--- src/rtl/tune_sweep_pkg.sv ---
// Shared types for the sample-delay sweep engine.
// Assumes: nothing beyond the 1800-2017 language.
package tune_sweep_pkg;

    // Sequencer state: choose next trial, or wait for its answer.
    typedef enum logic [1:0] {
        ST_IDLE,
        ST_PICK,
        ST_WAIT
    } seq_state_t;

    // Search stage: lower bound, upper bound, final midpoint check.
    typedef enum logic [1:0] {
        PH_LOW,
        PH_HIGH,
        PH_FINAL
    } sweep_phase_t;

endpackage

--- src/rtl/tune_trial_port.sv ---
// Trial handshake port.
// Turns a one-cycle launch from the sequencer into a registered trial
// request, and places the code in the tune control word. Holds that word
// until the answer comes back, then returns a one-cycle result strobe.
// Assumes: the sequencer never launches while a trial is outstanding.
// Assumes: trial_done with no trial outstanding is noise and is dropped.
module tune_trial_port #(
    parameter int CODE_W     = 7,
    parameter int WORD_W     = 16,
    parameter int WORD_SHIFT = 8
) (
    input  logic              clk,
    input  logic              rst_n,
    input  logic              launch,
    input  logic [CODE_W-1:0] launch_code,
    input  logic              trial_done,
    input  logic              trial_pass,
    output logic              trial_req,
    output logic [WORD_W-1:0] tune_word,
    output logic              res_valid,
    output logic              res_pass
);
    localparam int PAD_W = WORD_W - CODE_W - WORD_SHIFT;

    logic waiting;

    // Issue the request, load the word, and track the outstanding trial.
    always_ff @(posedge clk) begin
        if (!rst_n) begin
            trial_req <= 1'b0;
            tune_word <= '0;
            waiting   <= 1'b0;
        end else begin
            trial_req <= launch;
            if (launch) begin
                tune_word <= {{PAD_W{1'b0}}, launch_code, {WORD_SHIFT{1'b0}}};
                waiting   <= 1'b1;
            end else if (waiting && trial_done) begin
                waiting <= 1'b0;
            end
        end
    end

    // Capture the answer of the outstanding trial as a one-cycle strobe.
    always_ff @(posedge clk) begin
        if (!rst_n) begin
            res_valid <= 1'b0;
            res_pass  <= 1'b0;
        end else begin
            res_valid <= waiting && trial_done;
            if (waiting && trial_done) begin
                res_pass <= trial_pass;
            end
        end
    end


    req_single_chk: assert property (@(posedge clk) disable iff (!rst_n)
        trial_req |=> !trial_req);


    word_hold_chk: assert property (@(posedge clk) disable iff (!rst_n)
        (waiting && !trial_done) |=> $stable(tune_word));


    no_overlap_chk: assert property (@(posedge clk) disable iff (!rst_n)
        launch |-> !waiting);

endmodule

--- src/rtl/tune_sweep_ctrl.sv ---
// Sweep sequencer.
// Runs the three-stage delay search:
//   - lower bound: first passing code;
//   - upper bound: last passing code above it;
//   - a final check at the midpoint.
// Owns the three host control bits and the completion outputs.
// Assumes: one result strobe per launch, arriving any number of cycles
// later.
module tune_sweep_ctrl
    import tune_sweep_pkg::*;
#(
    parameter int CODE_W = 7
) (
    input  logic              clk,
    input  logic              rst_n,
    input  logic              start,
    input  logic              res_valid,
    input  logic              res_pass,
    output logic              launch,
    output logic [CODE_W-1:0] launch_code,
    output logic              ctl_exec,
    output logic              ctl_tuned,
    output logic              ctl_fb,
    output logic              busy,
    output logic              done,
    output logic              pass_ok,
    output logic [CODE_W-1:0] chosen_code
);
    localparam int              CNT_W    = CODE_W + 1;
    localparam logic [CNT_W-1:0] CODE_TOP = CNT_W'((1 << CODE_W) - 1);

    seq_state_t        state;
    sweep_phase_t      phase;
    logic [CNT_W-1:0]  lo_cnt;
    logic [CNT_W-1:0]  hi_cnt;
    logic [CODE_W-1:0] final_code;
    logic [CNT_W:0]    pair_sum;
    logic [CNT_W-1:0]  mid_raw;
    logic [CODE_W-1:0] mid_sat;

    // Midpoint of the window, limited to the top code.
    always_comb begin
        pair_sum = {1'b0, lo_cnt} + {1'b0, hi_cnt};
        mid_raw  = pair_sum[CNT_W:1];
        mid_sat  = (mid_raw > CODE_TOP) ? CODE_TOP[CODE_W-1:0] : mid_raw[CODE_W-1:0];
    end

    // Decide whether a trial goes out this cycle, and with which code.
    always_comb begin
        launch      = 1'b0;
        launch_code = mid_sat;
        if (state == ST_PICK) begin
            case (phase)
                PH_LOW: begin
                    launch      = lo_cnt < CODE_TOP;
                    launch_code = lo_cnt[CODE_W-1:0];
                end
                PH_HIGH: begin
                    launch      = hi_cnt < CODE_TOP;
                    launch_code = hi_cnt[CODE_W-1:0];
                end
                default: begin
                    launch      = 1'b1;
                    launch_code = mid_sat;
                end
            endcase
        end
    end

    assign busy = (state != ST_IDLE);

    // Advance the search, update the bounds, drive the control bits.
    always_ff @(posedge clk) begin
        if (!rst_n) begin
            state       <= ST_IDLE;
            phase       <= PH_LOW;
            lo_cnt      <= '0;
            hi_cnt      <= '0;
            final_code  <= '0;
            chosen_code <= '0;
            ctl_exec    <= 1'b0;
            ctl_tuned   <= 1'b0;
            ctl_fb      <= 1'b0;
            done        <= 1'b0;
            pass_ok     <= 1'b0;
        end else begin
            done <= 1'b0;
            case (state)
                ST_IDLE: begin
                    if (start) begin
                        lo_cnt    <= '0;
                        hi_cnt    <= '0;
                        phase     <= PH_LOW;
                        ctl_exec  <= 1'b1;
                        ctl_tuned <= 1'b1;
                        ctl_fb    <= 1'b1;
                        pass_ok   <= 1'b0;
                        state     <= ST_PICK;
                    end
                end
                ST_PICK: begin
                    case (phase)
                        PH_LOW: begin
                            if (lo_cnt < CODE_TOP) begin
                                state <= ST_WAIT;
                            end else begin
                                hi_cnt <= lo_cnt + CNT_W'(1);
                                phase  <= PH_HIGH;
                            end
                        end
                        PH_HIGH: begin
                            if (hi_cnt < CODE_TOP) begin
                                state <= ST_WAIT;
                            end else begin
                                phase <= PH_FINAL;
                            end
                        end
                        default: begin
                            final_code <= mid_sat;
                            state      <= ST_WAIT;
                        end
                    endcase
                end
                default: begin
                    if (res_valid) begin
                        case (phase)
                            PH_LOW: begin
                                if (res_pass) begin
                                    hi_cnt <= lo_cnt + CNT_W'(1);
                                    phase  <= PH_HIGH;
                                end else begin
                                    lo_cnt <= lo_cnt + CNT_W'(1);
                                end
                                state <= ST_PICK;
                            end
                            PH_HIGH: begin
                                if (res_pass) begin
                                    hi_cnt <= hi_cnt + CNT_W'(1);
                                end else begin
                                    hi_cnt <= hi_cnt - CNT_W'(1);
                                    phase  <= PH_FINAL;
                                end
                                state <= ST_PICK;
                            end
                            default: begin
                                pass_ok     <= res_pass;
                                chosen_code <= final_code;
                                ctl_exec    <= 1'b0;
                                done        <= 1'b1;
                                state       <= ST_IDLE;
                            end
                        endcase
                    end
                end
            endcase
        end
    end


    done_pulse_chk: assert property (@(posedge clk) disable iff (!rst_n)
        done |=> !done);


    lo_range_chk: assert property (@(posedge clk) disable iff (!rst_n)
        lo_cnt <= CODE_TOP);


    bound_order_chk: assert property (@(posedge clk) disable iff (!rst_n)
        (state != ST_IDLE && phase != PH_LOW) |-> hi_cnt >= lo_cnt);


    res_expected_chk: assert property (@(posedge clk) disable iff (!rst_n)
        res_valid |-> state == ST_WAIT);

endmodule

--- src/rtl/tune_sweep_engine.sv ---
// Sample-delay tuning sweep engine, top level.
// Joins the search sequencer to the trial handshake port.
// Assumes: the external command/data path reads the delay field of
// tune_word when trial_req is seen, and answers with trial_done and
// trial_pass.
module tune_sweep_engine #(
    parameter int CODE_W     = 7,
    parameter int WORD_W     = 16,
    parameter int WORD_SHIFT = 8
) (
    input  logic              clk,
    input  logic              rst_n,
    input  logic              start,
    input  logic              trial_done,
    input  logic              trial_pass,
    output logic              trial_req,
    output logic [WORD_W-1:0] tune_word,
    output logic              ctl_exec,
    output logic              ctl_tuned,
    output logic              ctl_fb,
    output logic              busy,
    output logic              done,
    output logic              pass_ok,
    output logic [CODE_W-1:0] chosen_code
);
    logic              launch;
    logic [CODE_W-1:0] launch_code;
    logic              res_valid;
    logic              res_pass;

    tune_sweep_ctrl #(
        .CODE_W(CODE_W)
    ) i_ctrl (
        .clk        (clk),
        .rst_n      (rst_n),
        .start      (start),
        .res_valid  (res_valid),
        .res_pass   (res_pass),
        .launch     (launch),
        .launch_code(launch_code),
        .ctl_exec   (ctl_exec),
        .ctl_tuned  (ctl_tuned),
        .ctl_fb     (ctl_fb),
        .busy       (busy),
        .done       (done),
        .pass_ok    (pass_ok),
        .chosen_code(chosen_code)
    );

    tune_trial_port #(
        .CODE_W    (CODE_W),
        .WORD_W    (WORD_W),
        .WORD_SHIFT(WORD_SHIFT)
    ) i_port (
        .clk        (clk),
        .rst_n      (rst_n),
        .launch     (launch),
        .launch_code(launch_code),
        .trial_done (trial_done),
        .trial_pass (trial_pass),
        .trial_req  (trial_req),
        .tune_word  (tune_word),
        .res_valid  (res_valid),
        .res_pass   (res_pass)
    );


    req_in_exec_chk: assert property (@(posedge clk) disable iff (!rst_n)
        trial_req |-> ctl_exec);


    done_bits_chk: assert property (@(posedge clk) disable iff (!rst_n)
        done |-> (!ctl_exec && ctl_tuned && ctl_fb));

endmodule

--- config.mk ---
export PLATFORM = sky130hd
export DESIGN_NAME = tune_sweep_engine
export DESIGN_NICKNAME = d
export VERILOG_FILES = /design/src/rtl/tune_sweep_pkg.sv /design/src/rtl/tune_trial_port.sv /design/src/rtl/tune_sweep_ctrl.sv /design/src/rtl/tune_sweep_engine.sv
export SDC_FILE = /design/constraint.sdc
export NUM_CORES = 1
export LEC_CHECK = 0
export BUFFER_PORTS_ARGS = -buffer_cell sky130_fd_sc_hd__buf_2
export CAP_MARGIN = 20
export CORE_MARGIN = 4
export CORE_UTILIZATION = 31
export CTS_BUF_LIST = sky130_fd_sc_hd__clkbuf_8
export CTS_CLUSTER_SIZE = 12
export DETAILED_ROUTE_END_ITERATION = 7
export GPL_TIMING_DRIVEN = 0
export SLEW_MARGIN = 20
export SYNTH_ARGS = -nofsm -noshare
export SYNTH_HDL_FRONTEND = slang
export SYNTH_SLANG_ARGS = --single-unit
export TNS_END_PERCENT = 1
--- constraint.sdc ---
create_clock -name clk -period 2.6 [get_ports clk]
set_clock_uncertainty 0.2 [all_clocks]
set_input_delay 0.26 -clock clk [delete_from_list [all_inputs] [get_ports clk]]
set_output_delay 0.26 -clock clk [all_outputs]
set_load 0.005 [all_outputs]
**Word-level counts from Yosys, hierarchy flattened**

Index checks and enable logic that the tools add are counted.

- Add/sub/neg operators: 4
- $lt $le $gt $ge: 3
- Eq/ne operators: 14
- Reduce and logical (&&, ||, !) cells: 20
- Multiplexer cells: 44
- Bitwise operators: 5

Operators by type and width:

| cell | number |
|---|---|
| $mux 8 | 9 |
| $pmux 8 s2 | 3 |
| $mux 2 | 10 |
| $pmux 2 s2 | 5 |
| $add 8x1->8 const B | 2 |
| $lt 8x7->1 const B | 2 |
| $ne 3x3->1 const B | 5 |
| $mux 7 | 2 |
| $pmux 7 s2 | 1 |
| $mux 1 | 11 |
| $add 8x8->9 | 1 |
| $gt 8x7->1 const B | 1 |
| $ne 2x2->1 const B | 4 |
| $reduce_and 4->1 | 2 |
| $reduce_and 8->1 | 1 |
| $reduce_bool 2->1 | 4 |
| $sub 8x1->8 const B | 1 |
| $pmux 1 s2 | 3 |
| $reduce_and 6->1 | 1 |
| $reduce_bool 3->1 | 2 |
| $not 1->1 | 5 |
| $reduce_and 5->1 | 1 |
| $eq 2x1->1 const B | 2 |
| $logic_not 2->1 | 2 |
| other kinds (8) | 10 |

- Logic and storage cells: 105
- Register bits: 49
- Bits of input ports: 5
- Output and inout port bits: 30

**Longest topological paths before layout**

- Depth in word-level cells: 5
- Depth in mapped cells: 8
- Gate-level depth less buffers: 7

**By module**

Synthesis repeated with hierarchy kept, for this count alone.

- Cell total of the unflattened synthesis: 367
- Area total of the unflattened synthesis: 3080.5 µm²

Modules (own cells, without submodules):

| module | area an instance (µm²) | cells each | times used | sequential area each (µm²) |
|---|---|---|---|---|
| tune_sweep_ctrl | 2610.0 | 322 | 1 | 760.7 |
| tune_trial_port | 470.5 | 45 | 1 | 220.2 |

**Worst setup path before layout**

OpenSTA, ideal clock, no wires.

- Path kind: reg2reg
- Start point: register i_port.res_pass
- End point: register i_ctrl.hi_cnt[7]
- Setup time: 0.120 ns
- Path buffers: 1
- Required time: 2.280 ns
- Data arrival time: 1.923 ns
- Stages on the path, launching flop included: 8
- Slack: 0.358 ns
- Period minus slack after synthesis: 2.242 ns
- Cells stage by stage: dfxtp_1 > clkbuf_1 > inv_1 > ha_1 > or3_1 > a31o_2 > a32oi_1 > a21oi_2

- Word-level cells in the longest chain between the ends: 4
- Elaborated cells between the ends (all ways): 6
- Classes of those cells: 1 x eq/ne; 4 x mux; 1 x reduce/logical

Ends and longest elaborated chain:

| item | line | RTL |
|---|---|---|
| start: declaration | tune_trial_port.sv:21 | `output logic res_pass` |
| start signal: assignment | tune_trial_port.sv:52 | `res_pass <= trial_pass;` |
| $mux 8 | tune_sweep_ctrl.sv:137 | `if (res_pass) begin` |
| $pmux 8 s2 | tune_sweep_ctrl.sv:126 | `case (phase)` |
| $mux 8 | tune_sweep_ctrl.sv:125 | `if (res_valid) begin` |
| $pmux 8 s2 | tune_sweep_ctrl.sv:88 | `case (state)` |
| end signal: assignment | tune_sweep_ctrl.sv:129 | `hi_cnt <= lo_cnt + CNT_W'(1);` |
| end signal: assignment | tune_sweep_ctrl.sv:138 | `hi_cnt <= hi_cnt + CNT_W'(1);` |
| end signal: assignment | tune_sweep_ctrl.sv:140 | `hi_cnt <= hi_cnt - CNT_W'(1);` |
| end: declaration | tune_sweep_ctrl.sv:35 | `logic [CNT_W-1:0] hi_cnt;` |

Several ways; a longest one is shown, not always the timed one. The select of a mux whose other input is x is not followed.
A chain may end at the register's enable or synchronous reset.

**Worst setup path in the final report**

- Start point: register i_ctrl.hi_cnt[2]
- End point: register i_port.tune_word[14]

- Word-level cells in the longest chain between the ends: 5
- Elaborated cells between the ends (all ways): 8
- Classes of those cells: 1 x add/sub; 2 x order compare; 5 x mux

Ends and longest elaborated chain:

| item | line | RTL |
|---|---|---|
| start signal: assignment | tune_sweep_ctrl.sv:107 | `hi_cnt <= lo_cnt + CNT_W'(1);` |
| start signal: assignment | tune_sweep_ctrl.sv:129 |  |
| start signal: assignment | tune_sweep_ctrl.sv:138 |  |
| $add 8x8->9 | tune_sweep_ctrl.sv:43 | `pair_sum = {1'b0, lo_cnt} + {1'b0, hi_cnt};` |
| $gt 8x7->1 | tune_sweep_ctrl.sv:45 | `mid_sat = (mid_raw > CODE_TOP) ? CODE_TOP[CODE_W-1:0] : mid_raw[CODE_W-1:0];` |
| $mux 7 | tune_sweep_ctrl.sv:45 |  |
| $pmux 7 s2 | tune_sweep_ctrl.sv:53 | `case (phase)` |
| $mux 7 | tune_sweep_ctrl.sv:52 | `if (state == ST_PICK) begin` |
| end signal: assignment | tune_trial_port.sv:36 | `tune_word <= {{PAD_W{1'b0}}, launch_code, {WORD_SHIFT{1'b0}}};` |
| end: declaration | tune_trial_port.sv:19 | `output logic [WORD_W-1:0] tune_word,` |

Several ways; a longest one is shown, not always the timed one.

==> flow_summary.json <==
{
  "status": "finished, final reports clean",
  "htreeDepth": 2,
  "antenna_found_initial": 0,
  "slew_headroom_pct": 53.2,
  "crit_chain": "ha_1 -> and4_1 -> or4b_1 -> and3_1 -> nor3_2 -> o22ai_1",
  "setup-tns-final_ns": 0,
  "reg2reg_from": "i_ctrl.hi_cnt[2]$_SDFFE_PN0P_",
  "crit_type": "reg -> reg",
  "final_max_slew_viol_count": 0,
  "grt_usage_pct": 14.4,
  "dpl.hpwl_um": 6110,
  "syn_area_sq_um": 3080,
  "mostFrequentLayoutCells": "nor2_1 (46), dfxtp_1 (45), a21oi_1 (43)",
  "final_nets": 447,
  "rows": 36,
  "clock_sinks": 49,
  "synth-async-reset-ratio_pct": 0,
  "setup_viol": 0,
  "cp.arrival_ns": 2.44,
  "path_clk_slew_ns": 0.09,
  "finish.instance_area_sq_um": 3530,
  "synth.largest_area_cell": "dfxtp_1",
  "cp_slowest_stage_delay_ns": 0.53,
  "worst_pin_slew_ns": 0.695,
  "cts_buffers": 5,
  "viasPerCell": 5.03,
  "r2r-end": "i_port.tune_word[14]$_SDFFE_PN0P_",
  "cp_max_fo": 5,
  "syn_avg_cell_area_sq_um": 7.97,
  "r2r_slack_ns": 0.13,
  "seq_area_frac_synth_pct": 31.8,
  "grt_pass1_vias": 2695,
  "layout.cells.most_common": "nor2_1",
  "powerDensity_nw_per_um2": 637,
  "place_area_sq_um": 3410,
  "synthFlopType": "dfxtp_1",
  "period_minus_slack_ns": 2.47,
  "first_pass_iters": 4,
  "cts_root_buffer": "clkbuf_8",
  "final_hold_viol_count": 0,
  "ys_ff_latch": 49,
  "core_sq_um": 9730,
  "end_kind": "register",
  "drt_iter0_markers": 211,
  "initial_utilization_pct": 31.7,
  "drc": 0,
  "portBuffers": 25,
  "die_w_um": 108,
  "cpLargestDelayFamily": "simple AND/OR/NAND/NOR gates",
  "synth_top_area_share_pct": 31.8,
  "grt_max_degree": 17,
  "drive_gt1_share_pct": 15.7,
  "grt_setup_unrepaired": "true",
  "hp-start": "trial_pass",
  "wl_um": 7980,
  "final_antenna_net_count": 0,
  "fin_crit_sh_pct": 95.1,
  "hp-class": "in -> reg",
  "clockBufferDepth": 2,
  "final_util_pct": 36.3,
  "antenna_cells": 0,
  "leakage_nw": 1.47,
  "synth_cell_type_count": 63,
  "critPathBufInv": 0,
  "grt_pass1_wl_um": 13400,
  "post_cts_buffers": 0,
  "place_congestion": 0.891,
  "num_vias": 2818,
  "dieArea_sq_um": 11600,
  "yosysWarningCount": 0,
  "die_h_um": 108,
  "required_ns": 2.56,
  "synth-edff-count": 0,
  "ir_worst_vdd_mv": 0.268,
  "min_path_cells": 3,
  "synthTopCellsByArea": "dfxtp_1 (32%), a21oi_1 (7.0%), ha_1 (5.7%)",
  "dp_slack_ns": -0.145,
  "min_to": "i_port.res_pass$_SDFFE_PN0P_",
  "syn_to_final_growth_pct": 14.4,
  "cts_tree": "built",
  "overflow": 0,
  "reg2regPathDepth": 6,
  "worst_path_max_delay_cell": "or4b_1",
  "cp-start-kind": "register",
  "io_pins": 35,
  "layout_setup_ws_ns": 0.126,
  "worstSkewPairLatency_ns": 0.30,
  "fmax_mhz": 404,
  "synth_cells": 387,
  "cap_violations": 0,
  "wire_per_inst_um": 14.2
}
## final cells by class
| cell class | instances | area (sq um) |
|---|---|---|
| Timing Repair Buffer | 25 | 125 |
| Fill cell | 1028 | 6200 |
| Clock buffer | 5 | 68.8 |
| Clock inverter | 3 | 46.3 |
| Sequential cell | 49 | 986 |
| Inverter | 9 | 33.8 |
| Tap cell | 133 | 166 |
| Multi-Input combinational cell | 307 | 1930 |
| Buffer | 29 | 176 |
## synthesized netlist by cell type, drive strengths merged (5+ instances only)
cell / count
o211ai: 5
clkbuf: 12
nand2b: 5
nor3: 5
xnor2: 8
a21oi: 46
nand2: 33
or3: 5
buf: 18
dfxtp: 49
nand3: 10
inv: 7
and3: 5
ha: 14
xor2: 6
and2: 5
a211oi: 7
nor2: 46
o21ai: 29
a21o: 8
a31oi: 5
mux2i: 12
## layer usage
metal / up-vias / share of wire [%] / track usage [%] / wire (um)
met5: - / 0 / 0 / 0
met4: 0 / 1.8 / 3.25 / 144
met3: 13 / 5.4 / 4.02 / 430
met2: 73 / 46 / 23.1 / 3640
met1: 1278 / 47 / 19.1 / 3760
li1: 1454 / - / - / -
## tightest hold or removal path, cell delays in order
cell and delay, ns:
buf_2 0.09, nand3_1 0.07, a21oi_1 0.06
## registers in the layout (all words and copies together) (netlist names), 2 cells and up
register and count:
i_ctrl.state 2, i_ctrl.phase 2, i_ctrl.chosen_code 7, i_port.tune_word 7, i_ctrl.lo_cnt 8, i_ctrl.hi_cnt 8
i_ctrl.final_code 7
## worst max path at each step
stage | from | end | cells after the start
2_1_floorplan | i_port.res_pass$_SDFFE_PN0P_ | i_ctrl.hi_cnt[7]$_SDFFE_PN0P_ | 7
3_3_place_gp | i_port.res_pass$_SDFFE_PN0P_ | i_ctrl.hi_cnt[6]$_SDFFE_PN0P_ | 8
3_5_place_dp | i_port.res_pass$_SDFFE_PN0P_ | i_ctrl.hi_cnt[6]$_SDFFE_PN0P_ | 8
4_1_cts | i_ctrl.hi_cnt[0]$_SDFFE_PN0P_ | i_ctrl.final_code[3]$_SDFFE_PN0P_ | 8
5_1_grt | i_ctrl.lo_cnt[0]$_SDFFE_PN0P_ | i_ctrl.phase[0]$_SDFFE_PN0P_ | 7
6_report | i_ctrl.hi_cnt[2]$_SDFFE_PN0P_ | i_port.tune_word[14]$_SDFFE_PN0P_ | 6
## through the flow
| stage | hold WS (ns) | power, mW | std cells |
|---|---|---|---|
| 6_report | 0.0119 | 2.25 | 560 |
| 5_1_grt | 0.0225 | 2.40 | 560 |
| 4_1_cts | 0.00751 | 2.25 | 560 |
| 3_5_place_dp | 0.244 | 1.69 | 553 |
| 3_3_place_gp | 0.241 | 1.69 | 553 |
| 2_1_floorplan | 0.198 | 1.49 | 395 |
## timing repair
item / CTS / global route
gates resized for setup: 2 / 5
hold buffers: 0 / 0
setup endpoints to repair: 3 / 13
## cell families after synthesis
| group | Yosys count | share of synthesized area [%] |
|---|---|---|
| buffers and inverters | 39 | 6.90 |
| and+or+nand+nor | 134 | 21.0 |
| other | 1 | 0.122 |
| adders and majority gates | 16 | 6.98 |
| DFF | 49 | 31.8 |
| muxes | 12 | 3.89 |
| xor gates and xnor gates | 14 | 3.98 |
| AOI/OAI and AO/OA | 122 | 25.4 |
## report_power, final
part | internal, mW | total, mW | switching (mW)
sequential | 0.813 | 0.888 | 0.0750
combinational | 0.334 | 0.797 | 0.463
clock | 0.288 | 0.561 | 0.272
total | 1.44 | 2.25 | 0.811
No activity file was read; power rests on OpenSTA's default activity.
